`config.mk`:
```
export PLATFORM = sky130hd
export DESIGN_NAME = ucodeSequencer
export DESIGN_NICKNAME = d
export VERILOG_FILES = /design/src/rtl/seqPkg.sv /design/src/rtl/seqDatapath.sv /design/src/rtl/seqControl.sv /design/src/rtl/ucodeSequencer.sv
export SDC_FILE = /design/constraint.sdc
export NUM_CORES = 1
export LEC_CHECK = 0
export CAP_MARGIN = 5
export CORE_ASPECT_RATIO = 0.75
export CORE_UTILIZATION = 40
export DETAILED_ROUTE_END_ITERATION = 10
export DONT_BUFFER_PORTS = 1
export GPL_TIMING_DRIVEN = 0
export PLACE_DENSITY = 0.59
export SLEW_MARGIN = 20
export SYNTH_ARGS = -nofsm -noshare
export SYNTH_HDL_FRONTEND = slang
export SYNTH_SLANG_ARGS = --single-unit
```
`constraint.sdc`:
```
create_clock -name clk -period 2.2 [get_ports clk]
set_input_delay 0.11 -clock clk [delete_from_list [all_inputs] [get_ports clk]]
set_output_delay 0.11 -clock clk [all_outputs]
set_load 0.02 [all_outputs]
```
`src/rtl/seqPkg.sv`:
```
package seqPkg;
  localparam int UPC_W = 4;
  localparam int NPC_W = 3;
  localparam int CW_W  = 8;

  typedef struct packed {
    logic       errSig;
    logic       extLoad;
    logic       regWe;
    logic       busReq;
    logic       addrEn;
    logic [2:0] aluOp;
  } ctrl_t;

  typedef struct packed {
    logic  last;
    logic  extReq;
    ctrl_t ctrl;
  } nanoWord_t;

  typedef struct packed {
    logic             last;
    logic [NPC_W-1:0] nanoAddr;
  } microWord_t;

  typedef struct packed {
    logic loadOp;
    logic stepNano;
    logic stepMicro;
    logic loadExt;
    logic setErr;
  } strobe_t;

  typedef struct packed {
    logic nanoLast;
    logic microLast;
    logic extReq;
    logic errSig;
  } status_t;

  localparam logic [2:0] ALU_IDLE = 3'd0;
  localparam logic [2:0] ALU_PASS = 3'd1;
  localparam logic [2:0] ALU_ADD  = 3'd2;

  // shared nanocode routine entry points
  localparam logic [NPC_W-1:0] N_READ  = NPC_W'(0);
  localparam logic [NPC_W-1:0] N_FETCH = NPC_W'(1);
  localparam logic [NPC_W-1:0] N_ADDR  = NPC_W'(2);
  localparam logic [NPC_W-1:0] N_ALU   = NPC_W'(4);
  localparam logic [NPC_W-1:0] N_WRITE = NPC_W'(5);
  localparam logic [NPC_W-1:0] N_TRAP  = NPC_W'(6);

  localparam logic [UPC_W-1:0] U_MOVE  = UPC_W'(0);
  localparam logic [UPC_W-1:0] U_ADDO  = UPC_W'(2);
  localparam logic [UPC_W-1:0] U_ABS   = UPC_W'(7);
  localparam logic [UPC_W-1:0] U_TRAP  = UPC_W'(12);

  function automatic nanoWord_t nanoRom(input logic [NPC_W-1:0] a);
    nanoWord_t w;
    w = '0;
    case (int'(a))
      0: begin w.ctrl.busReq = 1'b1; w.ctrl.aluOp = ALU_PASS; w.last = 1'b1; end
      1: begin w.ctrl.extLoad = 1'b1; w.extReq = 1'b1; w.last = 1'b1; end
      2: begin w.ctrl.addrEn = 1'b1; w.ctrl.aluOp = ALU_ADD; end
      3: begin w.ctrl.addrEn = 1'b1; w.last = 1'b1; end
      4: begin w.ctrl.aluOp = ALU_ADD; w.last = 1'b1; end
      5: begin w.ctrl.regWe = 1'b1; w.ctrl.busReq = 1'b1; w.last = 1'b1; end
      default: begin w.ctrl.errSig = 1'b1; w.last = 1'b1; end
    endcase
    return w;
  endfunction

  function automatic microWord_t mw(input logic [NPC_W-1:0] n, input logic l);
    microWord_t w;
    w.nanoAddr = n;
    w.last     = l;
    return w;
  endfunction

  function automatic microWord_t microRom(input logic [UPC_W-1:0] a);
    case (int'(a))
      0:  return mw(N_READ,  1'b0);
      1:  return mw(N_WRITE, 1'b1);
      2:  return mw(N_FETCH, 1'b0);
      3:  return mw(N_ADDR,  1'b0);
      4:  return mw(N_READ,  1'b0);
      5:  return mw(N_ALU,   1'b0);
      6:  return mw(N_WRITE, 1'b1);
      7:  return mw(N_FETCH, 1'b0);
      8:  return mw(N_FETCH, 1'b0);
      9:  return mw(N_ADDR,  1'b0);
      10: return mw(N_READ,  1'b0);
      11: return mw(N_WRITE, 1'b1);
      default: return mw(N_TRAP, 1'b1);
    endcase
  endfunction

  function automatic logic [UPC_W-1:0] microEntry(input logic [3:0] opClass);
    case (opClass)
      4'h1:    return U_MOVE;
      4'h2:    return U_ADDO;
      4'h3:    return U_ABS;
      default: return U_TRAP;
    endcase
  endfunction
endpackage

```
`src/rtl/seqDatapath.sv`:
```
module seqDatapath
  import seqPkg::*;
#(
  parameter int DATA_W = 16,
  localparam int EA_W = (DATA_W - 4) / 2
) (
  input  logic              clk,
  input  logic              rstN,
  input  logic [DATA_W-1:0] instrData,
  input  strobe_t           strb,
  output status_t           stat,
  output ctrl_t             ctrl,
  output logic [EA_W-1:0]   srcEa,
  output logic [EA_W-1:0]   dstEa,
  output logic [DATA_W-1:0] extWord,
  output logic              errFlag
);
  logic [UPC_W-1:0] microPc;
  logic [NPC_W-1:0] nanoPc;
  logic [UPC_W-1:0] entryPc;
  microWord_t entryMicro, curMicro, nextMicro;
  nanoWord_t  curNano;

  always_comb begin
    entryPc    = microEntry(instrData[DATA_W-1 -: 4]);
    entryMicro = microRom(entryPc);
    curMicro   = microRom(microPc);
    nextMicro  = microRom(microPc + UPC_W'(1));
    curNano    = nanoRom(nanoPc);
    stat.nanoLast  = curNano.last;
    stat.microLast = curMicro.last;
    stat.extReq    = curNano.extReq;
    stat.errSig    = curNano.ctrl.errSig;
    ctrl = curNano.ctrl;
  end

  always_ff @(posedge clk or negedge rstN) begin
    if (!rstN) begin
      microPc <= '0;
      nanoPc  <= '0;
      srcEa   <= '0;
      dstEa   <= '0;
      extWord <= '0;
      errFlag <= 1'b0;
    end else begin
      if (strb.loadOp) begin
        microPc <= entryPc;
        nanoPc  <= entryMicro.nanoAddr;
        srcEa   <= instrData[EA_W-1:0];
        dstEa   <= instrData[2*EA_W-1:EA_W];
        errFlag <= 1'b0;
      end else if (strb.stepMicro) begin
        microPc <= microPc + UPC_W'(1);
        nanoPc  <= nextMicro.nanoAddr;
      end else if (strb.stepNano) begin
        nanoPc  <= nanoPc + NPC_W'(1);
      end
      if (strb.loadExt) extWord <= instrData;
      if (strb.setErr)  errFlag <= 1'b1;
    end
  end
endmodule

```
`src/rtl/seqControl.sv`:
```
module seqControl
  import seqPkg::*;
(
  input  logic    clk,
  input  logic    rstN,
  input  logic    instrValid,
  input  status_t stat,
  output logic    instrReady,
  output logic    ctrlValid,
  output logic    done,
  output strobe_t strb
);
  typedef enum logic {S_IDLE, S_RUN} state_t;
  state_t state;
  logic stepOk, finish;

  always_comb begin
    stepOk     = (state == S_RUN) && (!stat.extReq || instrValid);
    finish     = stepOk && stat.nanoLast && stat.microLast;
    instrReady = (state == S_IDLE) || stat.extReq;
    ctrlValid  = stepOk;
    strb.loadOp    = (state == S_IDLE) && instrValid;
    strb.stepNano  = stepOk && !stat.nanoLast;
    strb.stepMicro = stepOk && stat.nanoLast && !stat.microLast;
    strb.loadExt   = stepOk && stat.extReq;
    strb.setErr    = stepOk && stat.errSig;
  end

  always_ff @(posedge clk or negedge rstN) begin
    if (!rstN) begin
      state <= S_IDLE;
      done  <= 1'b0;
    end else begin
      done <= finish;
      if (strb.loadOp)  state <= S_RUN;
      else if (finish)  state <= S_IDLE;
    end
  end
endmodule

```
`src/rtl/ucodeSequencer.sv`:
```
module ucodeSequencer
  import seqPkg::*;
#(
  parameter int DATA_W = 16,
  localparam int EA_W = (DATA_W - 4) / 2
) (
  input  logic              clk,
  input  logic              rstN,
  input  logic              instrValid,
  input  logic [DATA_W-1:0] instrData,
  output logic              instrReady,
  output logic              ctrlValid,
  output logic [CW_W-1:0]   ctrlWord,
  output logic              done,
  output logic [EA_W-1:0]   srcEa,
  output logic [EA_W-1:0]   dstEa,
  output logic [DATA_W-1:0] extWord,
  output logic              errFlag
);
  strobe_t strb;
  status_t stat;
  ctrl_t   ctrl;

  seqControl uCtl (
    .clk(clk), .rstN(rstN), .instrValid(instrValid), .stat(stat),
    .instrReady(instrReady), .ctrlValid(ctrlValid), .done(done), .strb(strb)
  );

  seqDatapath #(.DATA_W(DATA_W)) uDp (
    .clk(clk), .rstN(rstN), .instrData(instrData), .strb(strb), .stat(stat),
    .ctrl(ctrl), .srcEa(srcEa), .dstEa(dstEa), .extWord(extWord), .errFlag(errFlag)
  );

  assign ctrlWord = ctrlValid ? CW_W'(ctrl) : '0;
endmodule

```
# Word-level counts from Yosys, hierarchy flattened
# Memories as Yosys holds them, arrays and structs flattened.
# Cells that the tools add are included.
# totals
word_cells	61
out_inout_bits	40
reg_bits	38
rom_bits	192
n_memories	3
# op_classes
add_sub_neg	2
bitwise_logic	1
n_eq_ne	8
reduce_logical	21
n_mux	18
# memory_table
name	depth	width	rd	rd_ports_with_merged_regs	wr	line	source
(name not given)	16	4	1	0	0	seqPkg.sv:81	case (int'(a))
(name not given)	16	4	1	0	0	seqPkg.sv:81	
(name not given)	16	4	1	0	0	seqPkg.sv:81	
# ops
operator	n
4-bit case mux with 3 select lines	1
1-bit two-way mux	10
3-bit two-way mux	3
4-bit by 2-bit == test with 1-bit output, second input constant	2
1-bit logical AND	8
4-bit two-way mux	2
8-bit two-way mux	1
3-bit by 2-bit == test with 1-bit output, second input constant	2
3-bit == test, second input constant	2
2-bit nonzero test	3
2-bit OR reduction	3
6-bit OR reduction	1
4-bit by 1-bit adder with 4-bit output, second input constant	1
4-bit by 1-bit == test with 1-bit output, second input constant	1
2-bit case mux with 2 select lines	1
3-bit by 1-bit adder with 3-bit output, second input constant	1
3-bit by 1-bit == test with 1-bit output, second input constant	1
3-bit logical NOT	1
3-bit nonzero test	1
1-bit logical NOT	2
1-bit logical OR	2
1-bit NOT	1

# Longest topological paths before layout
# logic_depth
word_depth	9
mapped_depth	9
ltp_nobuf	8

# Hierarchy
# Synthesis repeated with hierarchy kept, for this count alone.
# unflattened
cells_unflattened	187
hier_area_um2	2078.2
# modules_own_cells
module	cells_per_inst	instances	area_each_um2	seq_area_each_um2
seqDatapath	164	1	1893.1	900.9
seqControl	15	1	135.1	50.0
ucodeSequencer	8	1	50.0	0.0

# Least setup slack after synthesis
# OpenSTA, ideal clock, no wires.
# synth_timing
path_type	register to output
from	register uDp.nanoPc[1]
to	output ctrlWord[4]
required_ns	2.090
setup_slack_ns	0.334
path_buffers	0
stages_incl_launch_ff	8
arrival_ns	1.756
cell_sequence	dfrtp_1 -> inv_1 -> ha_1 -> nand2b_1 -> o21ai_2 -> inv_1 -> and3_1 -> or2_2
# synth_between
elab_chain_cells	6
# synth_rtl
item	line	source
from (decl)	seqDatapath.sv:19	logic [NPC_W-1:0] nanoPc;
from (signal assigned)	seqDatapath.sv:48	nanoPc <= entryMicro.nanoAddr;
from (signal assigned)	seqDatapath.sv:54	nanoPc <= nextMicro.nanoAddr;
from (signal assigned)	seqDatapath.sv:56	nanoPc <= nanoPc + NPC_W'(1);
3-bit by 1-bit == test with 1-bit output	seqPkg.sv:61	case (int'(a))
1-bit two-way mux	seqPkg.sv:61	
1-bit logical NOT	seqControl.sv:18	stepOk = (state == S_RUN) && (!stat.extReq || instrValid);
1-bit logical OR	seqControl.sv:18	
1-bit logical AND	seqControl.sv:18	
via ctrlValid	ucodeSequencer.sv:12	output logic ctrlValid,
8-bit two-way mux	ucodeSequencer.sv:34	assign ctrlWord = ctrlValid ? CW_W'(ctrl) : '0;
to (decl)	ucodeSequencer.sv:13	output logic [CW_W-1:0] ctrlWord,
# The timed path passes the listed nets, and every way through them passes these cells.

# Worst setup path in the final report
# Same ends and word-level chain as after synthesis.

==> flow_metrics.py <==
metrics = {
    "pwr": {
        "p_leak_uw": 0.00123,
        "internal_power_uw": 2200,
        "pwr-share-comb_pct": 41.7,
        "pwr-share-seq_pct": 40.5,
        "swShare_pct": 46.2,
        "irDropWorstVdd_mv": 0.927,
        "p_clk_share_pct": 17.8,
        "power.density_nw_per_um2": 1670,
        "power_switching_uw": 1890,
    },
    "cells_and_area": {
        "multi_input_area_um2": 965,
        "fin_util_pct": 52.8,
        "drive_gt1_share_pct": 13.5,
        "final_common_cell": "nand2_1",
        "area_growth_pct": 21.8,
        "nNetsFinal": 295,
        "num_antenna_cells": 0,
        "mostFrequentLayoutCells": "nand2_1, dfrtp_1, dlygate4sd3_1",
        "fill_cells": 441,
        "finalNonFillerCells": 323,
        "ff_latch_area_um2": 952,
    },
    "synth": {
        "syn_inst": 237,
        "synth_seq_cells": 38,
        "synth_area_um2": 2010,
        "muxShareOfSynthArea_pct": 3.11,
        "synth_seq_area_share_pct": 47.2,
        "ys_warn_count": 0,
        "synth-adder-area-share_pct": 6.83,
        "yosys.area_share.xor_xnor_pct": 1.30,
        "synth_compound_area_share_pct": 10.0,
        "synth_top_family_by_area": "simple AND/OR/NAND/NOR gates",
        "yosys.area_share.simple_pct": 25.5,
        "synthDistinctLibCells": 39,
        "synth_nets": 267,
        "avgSynthCellArea_um2": 8.50,
    },
    "worst_setup_path": {
        "path_max_fanout": 6,
        "critPathRequiredTime_ns": 2.09,
        "crit_chain": "inv_2, ha_2, nand2b_1, o21ai_2, inv_2, and3_4, or2_2",
        "cpMostUsedCell": "inv_2",
        "crit_path_end_kind": "primary output",
        "startpoint_type": "flop",
        "max_stage_delay_ns": 0.45,
        "crit_arrival_ns": 1.95,
        "crit_slowest_cell": "dfrtp_2",
        "path_class": "reg -> out",
    },
    "floorplan": {
        "placementRows": 21,
        "coreArea_um2": 4650,
        "dieArea_um2": 5330,
        "initial_core_util_pct": 43.3,
        "io_pins": 59,
        "die_y_um": 63.5,
        "die_w_um": 83.9,
    },
    "place": {
        "dp_slack_ns": 0.112,
        "dp_cells": 294,
        "dp_hpwl_mm": 3.20,
        "finalWeightedCongestion": 0.793,
        "portBuffers": 0,
    },
    "drt": {
        "drt-total-wl_mm": 4.65,
        "dr.first_iter.drc_count": 94,
        "via_count": 1609,
        "ant_nets": 0,
        "first_pass_iters": 7,
        "drt-vias-per-instance": 4.98,
        "wl_per_cell_um": 14.4,
        "drc": 8,
    },
    "timing": {
        "worst_slew_pin_slew_ns": 0.707,
        "period_needed_ns": 2.06,
        "clock_skew_ns": 0.00346,
        "finalSetupViolations": 0,
        "fin_tns_setup_ns": 0,
        "relSlewSlack_pct": 52.5,
        "final.setup.worst_slack_ns": 0.140,
        "hold_viol": 0,
        "min_period_over_period_pct": 93.6,
        "rsz0062_at_grt": "false",
        "slew_violations": 0,
        "max_freq_ghz": 0.485,
    },
    "global_route": {
        "grt_pass1_vias": 1555,
        "grt_pass1_wl_mm": 7.76,
        "grt_use_total_pct": 18.9,
        "antenna_found_initial": 0,
        "grt_max_degree": 39,
        "grt-ovfl-total": 0,
    },
    "clocking": {
        "cts_tree": "built",
        "cts_htree_levels": 2,
        "clk_pin_slew_ns": 0.07,
        "cts.sinks": 38,
        "root_buffer": "clkbuf_8",
        "clockBufferDepth": 2,
        "cts_made_buffers": 5,
        "clock_latency_ns": 0.29,
    },
    "hold_path": {
        "hold_class": "in -> reg",
    },
    "run": {
        "drv_cap": 0,
    },
    "status": {
        "run_status": "finished with violations",
        "violations": "design-rule violations",
    },
}
[power by group through the flow]
stage | Combinational (µW) | Sequential (µW) | Clock (µW)
2_1_floorplan | 1330 | 1580 | 0
3_3_place_gp | 1570 | 1670 | 0
3_5_place_dp | 1600 | 1660 | 0
4_1_cts | 1680 | 1660 | 745
5_1_grt | 1930 | 1700 | 780
6_report | 1710 | 1660 | 727
[per-layer routing]
layer	up-vias	global-route usage (%)	wire length, µm	share of wire [%]
met4	0	5.82	22	0.47
met1	727	25.8	2260	49
li1	828	-	-	-
met3	2	6.03	320	6.9
met2	52	28.6	2050	44
met5	-	0	0	0
[cells by family after synthesis]
logic type	Yosys count
adders and majority gates	11
other	1
and+or+nand+nor	123
muxes	5
buffers and inverters	26
DFF	38
xor gates and xnor gates	3
AOI/OAI and AO/OA	30
[path summary, 6_finish.rpt]
path	startpoint	endpoint	slack, ns	cells after the start
setup / recovery	uDp.nanoPc[1]$_DFFE_PN0P_	ctrlWord[4]	0.14	7
hold / removal	instrData[14]	uDp.microPc[0]$_DFFE_PN0P_	0.08	3
setup reg to reg	uDp.microPc[0]$_DFFE_PN0P_	uDp.nanoPc[0]$_DFFE_PN0P_	0.19	8
hold reg to reg	uDp.extWord[6]$_DFFE_PN0P_	uDp.extWord[6]$_DFFE_PN0P_	0.61	2
max in group asynchronous	rstN	uDp.nanoPc[1]$_DFFE_PN0P_	1.70	2
min in group asynchronous	rstN	uDp.extWord[9]$_DFFE_PN0P_	0.30	2
[Yosys cell counts, drive strengths merged]
cell type	instances	area, µm²
o31ai	1	7.51
conb	1	3.75
buf	11	61.3
nand4	2	12.5
nor2	11	48.8
o211ai	3	27.5
xnor2	1	8.76
clkinv	1	3.75
nand3	3	15.0
xor2	2	17.5
o32a	1	10.0
nand2b	2	12.5
ha	11	138
o311ai	1	8.76
dfrtp	38	951
nor3	5	25.0
o2111ai	1	8.76
a221oi	1	8.76
or2	3	18.8
clkbuf	2	7.51
nor2b	5	31.3
mux2i	5	62.6
a31oi	3	18.8
a21oi	10	50.1
and3	2	12.5
nand2	90	338
a22oi	1	7.51
a211oi	1	7.51
o311a	1	10.0
o21ai	5	28.8
inv	12	45.0
a21o	1	7.51
[critical path, delay by kind of cell, from the launching register on]
kind,cells,cell delay (ns)
compound gates,1,0.17
flops,1,0.45
fa+ha+maj,1,0.20
simple gates,3,0.68
buf+inv,2,0.17
[repair_timing]
| action | CTS | global route |
|---|---|---|
| pin swaps | 2 | 2 |
| setup endpoints to repair | 2 | 5 |
| buffers inserted | 2 | 0 |
| endpoints found under the hold margin | 67 | 0 |
| hold buffers | 18 | 0 |
| resized for setup | 3 | 4 |
| cloned | 0 | 1 |
[registers in the layout, summed over array words and instances (netlist names)]
signal,flops
uDp.srcEa,6
uDp.errFlag,1
uCtl.state,1
uCtl.done,1
uDp.microPc,4
uDp.extWord,16
uDp.nanoPc,3
uDp.dstEa,6
[per-stage QoR]
stage | instance area (µm²) | power, µW | hold WS, ns
after floorplan | 2010 | 2920 | -0.186
after global placement | 2090 | 3240 | -0.185
after detailed placement | 2090 | 3260 | -0.185
after CTS | 2440 | 4080 | 0.0795
after global routing | 2450 | 4410 | 0.107
final | 2450 | 4090 | 0.0811
[layout make-up]
cell class / instances / share of cell area (%)
Buffer: 13 / 2.80
Timing Repair Buffer: 20 / 8.36
Clock buffer: 6 / 3.37
Inverter: 13 / 1.99
Sequential cell: 38 / 38.8
Clock inverter: 2 / 2.45
Multi-Input combinational cell: 174 / 39.3
Tap cell: 57 / 2.91
Power figures use the tool's default switching activity.
